`src/rtl/lvl5_pkg.sv`:
```
package lvl5_pkg;
  typedef struct packed {
    logic gateEn;
    logic boostPulse;
  } tbStrobe_t;

  localparam int NUM_SW = 7;
  localparam logic [2:0] LVL_NEG2 = 3'b110;
  localparam logic [2:0] LVL_ZERO = 3'b000;
endpackage

```
`src/rtl/lvl5_timebase.sv`:
```
module lvl5_timebase
  import lvl5_pkg::*;
#(
  parameter int CNT_W = 12,
  parameter int BST_W = 12
) (
  input  logic             clk,
  input  logic             rst,
  input  logic [CNT_W-1:0] carrierPeak,
  input  logic [BST_W-1:0] boostHalf,
  output logic [CNT_W-1:0] triVal,
  output tbStrobe_t        strb
);
  localparam int HOLD_W = CNT_W + 1;

  logic             upQ;
  logic [CNT_W-1:0] triQ;
  logic [BST_W-1:0] bCnt;
  logic             pulseQ;
  logic [HOLD_W-1:0] holdCnt;
  logic             gateEnQ;
  logic [HOLD_W-1:0] holdLast;

  assign holdLast = {carrierPeak, 1'b0} - HOLD_W'(1);

  always_ff @(posedge clk) begin
    if (rst) begin
      triQ <= '0;
      upQ  <= 1'b1;
    end else if (upQ) begin
      triQ <= triQ + CNT_W'(1);
      if (triQ + CNT_W'(1) == carrierPeak) upQ <= 1'b0;
    end else begin
      triQ <= triQ - CNT_W'(1);
      if (triQ - CNT_W'(1) == '0) upQ <= 1'b1;
    end
  end

  always_ff @(posedge clk) begin
    if (rst) begin
      bCnt   <= '0;
      pulseQ <= 1'b0;
    end else if (bCnt == boostHalf - BST_W'(1)) begin
      bCnt   <= '0;
      pulseQ <= ~pulseQ;
    end else begin
      bCnt <= bCnt + BST_W'(1);
    end
  end

  always_ff @(posedge clk) begin
    if (rst) begin
      holdCnt <= '0;
      gateEnQ <= 1'b0;
    end else if (!gateEnQ) begin
      if (holdCnt == holdLast) gateEnQ <= 1'b1;
      else holdCnt <= holdCnt + HOLD_W'(1);
    end
  end

  assign triVal          = triQ;
  assign strb.gateEn     = gateEnQ;
  assign strb.boostPulse = pulseQ;


  tri_bound_chk: assert property (@(posedge clk) disable iff (rst)
    triQ <= carrierPeak);


  gate_en_sticky_chk: assert property (@(posedge clk) disable iff (rst)
    gateEnQ |=> gateEnQ);
endmodule

```
`src/rtl/lvl5_dead_gap.sv`:
```
module lvl5_dead_gap #(
  parameter int DT_W = 10
) (
  input  logic            clk,
  input  logic            rst,
  input  logic [DT_W-1:0] deadCycles,
  input  logic            cmd,
  output logic            gate
);
  logic [DT_W-1:0] waitCnt;
  logic            gateQ;

  always_ff @(posedge clk) begin
    if (rst || !cmd) begin
      waitCnt <= '0;
      gateQ   <= 1'b0;
    end else if (waitCnt == deadCycles) begin
      gateQ <= 1'b1;
    end else begin
      waitCnt <= waitCnt + DT_W'(1);
    end
  end

  assign gate = gateQ;


  no_early_rise_chk: assert property (@(posedge clk) disable iff (rst)
    !$past(cmd) |-> !gateQ);
endmodule

```
`src/rtl/lvl5_switch_path.sv`:
```
module lvl5_switch_path
  import lvl5_pkg::*;
#(
  parameter int REF_W = 16,
  parameter int CNT_W = 12,
  parameter int DT_W  = 10
) (
  input  logic                    clk,
  input  logic                    rst,
  input  logic signed [REF_W-1:0] refSample,
  input  logic [CNT_W-1:0]        triVal,
  input  logic [CNT_W-1:0]        carrierPeak,
  input  logic [DT_W-1:0]         deadCycles,
  input  tbStrobe_t               strb,
  output logic [NUM_SW-1:0]       gates
);
  localparam int CW = REF_W + 2;
  localparam int NBAND = 4;

  logic signed [CW-1:0] refExt, triExt, pkExt;
  logic signed [CW-1:0] carrier [NBAND];
  logic [NBAND-1:0]     above, below;
  logic                 x1, x2, y1, y2;
  logic [2:0]           levelNow;
  logic [NUM_SW-1:0]    cmdNext, cmdQ;

  assign refExt = {{(CW-REF_W){refSample[REF_W-1]}}, refSample};
  assign triExt = {{(CW-CNT_W){1'b0}}, triVal};
  assign pkExt  = {{(CW-CNT_W){1'b0}}, carrierPeak};

  always_comb begin
    carrier[0] = triExt - (pkExt <<< 1);
    carrier[1] = triExt - pkExt;
    carrier[2] = triExt;
    carrier[3] = triExt + pkExt;
  end

  for (genvar k = 0; k < NBAND; k++) begin : g_cmp
    assign above[k] = refExt > carrier[k];
    assign below[k] = refExt < carrier[k];
  end

  assign x1 = above[2];
  assign x2 = above[3];
  assign y1 = below[1];
  assign y2 = below[0];

  assign levelNow = 3'(x1) + 3'(x2) - 3'(y1) - 3'(y2);

  always_comb begin
    cmdNext    = '0;
    cmdNext[0] = (levelNow == LVL_NEG2) ? 1'b1 : strb.boostPulse;
    cmdNext[1] = y2;
    cmdNext[2] = x2 | (levelNow == LVL_ZERO);
    cmdNext[3] = (x1 & ~x2) | (y1 & ~y2);
    cmdNext[4] = y2;
    cmdNext[5] = x1;
    cmdNext[6] = y1;
    if (!strb.gateEn) cmdNext = '0;
  end

  always_ff @(posedge clk) begin
    if (rst) cmdQ <= '0;
    else     cmdQ <= cmdNext;
  end

  for (genvar s = 0; s < NUM_SW; s++) begin : g_dead
    lvl5_dead_gap #(.DT_W(DT_W)) u_gap (
      .clk       (clk),
      .rst       (rst),
      .deadCycles(deadCycles),
      .cmd       (cmdQ[s]),
      .gate      (gates[s])
    );
  end


  hold_quiet_chk: assert property (@(posedge clk) disable iff (rst)
    !strb.gateEn |=> cmdQ == '0);


  mid_pair_excl_chk: assert property (@(posedge clk) disable iff (rst)
    $onehot0({cmdQ[2], cmdQ[3]}));


  s2_s6_excl_chk: assert property (@(posedge clk) disable iff (rst)
    !(cmdQ[1] && cmdQ[5]));


  bottom_boost_on_chk: assert property (@(posedge clk) disable iff (rst)
    cmdQ[1] |-> cmdQ[0]);
endmodule

```
`src/rtl/lvl5_gate_modulator.sv`:
```
module lvl5_gate_modulator
  import lvl5_pkg::*;
#(
  parameter int REF_W = 16,
  parameter int CNT_W = 12,
  parameter int BST_W = 12,
  parameter int DT_W  = 10
) (
  input  logic                    clk,
  input  logic                    rst,
  input  logic signed [REF_W-1:0] refSample,
  input  logic [CNT_W-1:0]        carrierPeak,
  input  logic [BST_W-1:0]        boostHalf,
  input  logic [DT_W-1:0]         deadCycles,
  output logic [6:0]              gates
);
  tbStrobe_t        strb;
  logic [CNT_W-1:0] triVal;

  lvl5_timebase #(.CNT_W(CNT_W), .BST_W(BST_W)) u_timebase (
    .clk        (clk),
    .rst        (rst),
    .carrierPeak(carrierPeak),
    .boostHalf  (boostHalf),
    .triVal     (triVal),
    .strb       (strb)
  );

  lvl5_switch_path #(.REF_W(REF_W), .CNT_W(CNT_W), .DT_W(DT_W)) u_path (
    .clk        (clk),
    .rst        (rst),
    .refSample  (refSample),
    .triVal     (triVal),
    .carrierPeak(carrierPeak),
    .deadCycles (deadCycles),
    .strb       (strb),
    .gates      (gates)
  );
endmodule

```
`config.mk`:
```
export PLATFORM = sky130hd
export DESIGN_NAME = lvl5_gate_modulator
export DESIGN_NICKNAME = d
export VERILOG_FILES = /design/src/rtl/lvl5_pkg.sv /design/src/rtl/lvl5_timebase.sv /design/src/rtl/lvl5_dead_gap.sv /design/src/rtl/lvl5_switch_path.sv /design/src/rtl/lvl5_gate_modulator.sv
export SDC_FILE = /design/constraint.sdc
export NUM_CORES = 1
export LEC_CHECK = 0
export ABC_AREA = 1
export BUFFER_PORTS_ARGS = -buffer_cell sky130_fd_sc_hd__buf_2
export CAP_MARGIN = 5
export CORE_MARGIN = 2
export CORE_UTILIZATION = 55
export CTS_CLUSTER_DIAMETER = 100
export DETAILED_ROUTE_END_ITERATION = 10
export PLACE_DENSITY_LB_ADDON = 0.15
export SETUP_SLACK_MARGIN = 0.05
export SLEW_MARGIN = 30
export SYNTH_ARGS = -nofsm -noshare
export SYNTH_HDL_FRONTEND = slang
export SYNTH_SLANG_ARGS = --single-unit
export TNS_END_PERCENT = 30
```
`constraint.sdc`:
```
create_clock -name clk -period 5.14 [get_ports clk]
set_clock_uncertainty 0.1 [all_clocks]
set_input_delay 0 -clock clk [delete_from_list [all_inputs] [get_ports clk]]
set_output_delay 0 -clock clk [all_outputs]
set_load 0.02 [all_outputs]
```
==> metrics.csv <==
stage,metric,value,unit
clocking,post_cts_resized,0,
yosys,ys_ff_latch,123,
detailed_routing,wl_met1,12.6,mm
clocking,htreeDepth,4,
yosys,netlist_area,10700,sq um
clocking,cts.sinks,123,
floorplan,ios,59,
setup_path,path_class,flop to flop,
finish,syn_to_final_growth,9.97,%
setup_path,worstPathMaxFanout,7,
finish,final-seq-area,2460,sq um
clocking,clockBufferDepth,2,
floorplan,chipWidth,144,um
sta,max_slew.worst_pin.slew,755,ps
power,irDropWorstVdd,258,uV
setup_path,crit_family,adder cells,
floorplan,rows,51,
flow_run,max_cap_violations,0,
finish,num_antenna_cells,0,
clocking,holdBufCountCts,3,
setup_path,arrival,4850,ps
detailed_routing,met3_length,1.41,mm
detailed_routing,routed.top_layer,met4,
detailed_routing,vias_per_cell,5.36,
placed_design,numPortBuffers,58,
clocking,tritoncts,yes,
finish,multiInputGateArea,7340,sq um
setup_path,cp-end-kind,flop,
sta,report.final.slew_viol_count,0,
placed_design,pre_cts_slack,580,ps
sta,relSlewSlack,49.6,%
detailed_routing,first_iter_violations,720,
detailed_routing,ant_nets,0,
global_route,grt_max_degree,22,
sta,timing.final.crit_share,89.6,%
yosys,synth_fp_nets,1785,
outcome,status,"finished, final reports clean",
yosys,netlist_instances,1621,
floorplan,die_area,20700,sq um
sta,fin_ws,534,ps
floorplan,die_y,144,um
setup_path,cp-start-kind,flop,
setup_path,r2r_setup_slack,530,ps
yosys,seq_area_frac_synth,22.9,%
detailed_routing,totalWireLength,27.2,mm
power,p_leak,5.00,nW
sta,hold_viol_final,0,
floorplan,start_util,55.5,%
global_route,grt_pass1_vias,9549,
yosys,ys.warnings.count,0,
yosys,ys_types,39,
detailed_routing,wl_per_cell,14.0,um
min_path,hp-class,input pin to flop,
clocking,clk_latency,420,ps
sta,fin_tns_setup,0,ps
clocking,ctsRootBufferMaster,clkbuf_16,
setup_path,slowest_stage,fa_1,
sta,max_freq,217,MHz
detailed_routing,first_pass_iters,5,
min_path,hold_path_startpoint,carrierPeak[5],
setup_path,r2r_start,u_timebase.triVal[0],
detailed_routing,num_vias,10400,
finish,final_nets,1824,
finish,drive_above_1_share,6.87,%
placed_design,place_hpwl,20.7,mm
sta,fin_crit,4610,ps
global_route,globalRouteOverflowTotal,0,
detailed_routing,drc,0,
setup_path,cp-startpoint,u_timebase.triVal[0],
finish,fillers,1840,
placed_design,place_congestion,0.926,
sta,whs,28.2,ps
floorplan,core,19300,sq um
global_route,grt_pass1_wl,45.5,mm
clocking,post_cts_buffers,0,
global_route,track_usage,27.1,%
clocking,numCtsBuffers,17,
setup_path,max_stage_delay,440,ps
global_route,grt_antenna_before_repair,0,
sta,rsz0062_at_grt,no,
setup_path,cp_num_buf_inv,5,
detailed_routing,route.met2.wl,12.7,mm
yosys,synth.avg_cell_area,6.62,sq um
clocking,clk_pin_slew,60,ps
sta,finalSetupViolations,0,
power,p_per_area,227,nW/um^2
setup_path,required,5380,ps
cell usage after synthesis (all sizes together):
library cell  instances  area share [%]
a211oi                3            0.21
a21o                  6            0.42
a21oi               145             7.1
a221oi                1           0.082
a31oi                 4            0.23
buf                  26             1.4
clkbuf               16            0.59
clkinv                6            0.21
dfxtp               123              23
fa                    4            0.75
ha                  108              13
inv                 186             6.5
nand2               338              12
nand3               107             5.1
nand3b                7            0.49
nand4                36             2.1
nor2                195             7.0
nor3                 50             2.3
nor3b                 1           0.070
nor4                 18             1.0
o211ai                4            0.28
o21a                  1           0.070
o21ai                75             3.5
o21bai                3            0.21
o31ai                 2            0.14
or2                   4            0.23
xnor2                43             3.5
xnor3                 1            0.21
xor2                108             8.8
placed cells by master, fill, tap and decap left out, types with 50 or more instances in the layout:
| cell type | instances |
|---|---|
| ha_1 | 108 |
| xor2_1 | 108 |
| nor3_1 | 50 |
| a21oi_1 | 135 |
| dfxtp_1 | 123 |
| nand2_1 | 337 |
| buf_2 | 58 |
| nand3_1 | 106 |
| inv_1 | 182 |
| nor2_1 | 189 |
| o21ai_0 | 70 |
per-layer routing:
metal	GRT usage, %	vias to the layer above
li1	-	5406
met1	35.5	4664
met2	45.7	276
met3	4.60	43
met4	8.10	0
met5	0	-
per-stage QoR:
step / power (mW) / std cells / cell area [sq um] / utilization [%]
global route: 2.80 / 1938 / 11800 / 61.1
floorplan: 1.27 / 1621 / 10700 / -
finish: 2.68 / 1938 / 11800 / 61.1
CTS: 2.70 / 1938 / 11800 / 61.1
detailed placement: 1.39 / 1903 / 11100 / 57.7
global placement: 1.39 / 1903 / 11100 / 57.7
worst min-delay path, delay by kind of cell:
kind                      cells  cell delay (ps)
and+or+nand+nor               5              260
buffers and inverters         1              160
xor gates and xnor gates      1               80
flip-flops by register name (all words and copies together) (netlist names):
name and cells:
u_path.g_dead.u_gap.waitCnt 70, u_timebase.holdCnt 13, u_timebase.bCnt 12, u_timebase.triVal 12, u_path.g_dead.u_gap.gate 7, u_path.cmdQ 6
u_timebase.gateEnQ 1, u_timebase.pulseQ 1, u_timebase.upQ 1
cell families (layout without fill, tap and decap cells):
kind of cell,after synthesis,in the layout,share of synthesized area [%]
simple gates,756,756,30.2
compound gates,244,244,12.2
buf+inv,234,286,8.75
xor+xnor,152,152,12.5
flops,123,123,22.9
fa+ha+maj,112,112,13.3
power by group:
part | leakage, nW | switching, mW | internal (mW)
sequential | 0.992 | 0.0103 | 0.960
clock | 0.302 | 0.473 | 0.831
combinational | 3.71 | 0.253 | 0.154
final cells by class:
cell class              instances  area share, %
clock buffers                  20           3.78
clock inverters                12           1.56
inverters                     192           6.10
multi-input cells            1264           62.1
flip-flops and latches        123           20.9
well taps                     265           2.81
repair buffers                 62           2.78
worst paths after layout:
| path | endpoint | cells after the start |
|---|---|---|
| worst max-delay path | u_path.cmdQ[2] | 26 |
| worst min-delay path | u_timebase.upQ | 7 |
| worst max register to register | u_path.cmdQ[2] | 26 |
| worst min register to register | u_path.g_dead[1].u_gap.gate | 2 |
Note: power is estimated with default switching activity, not from simulation.
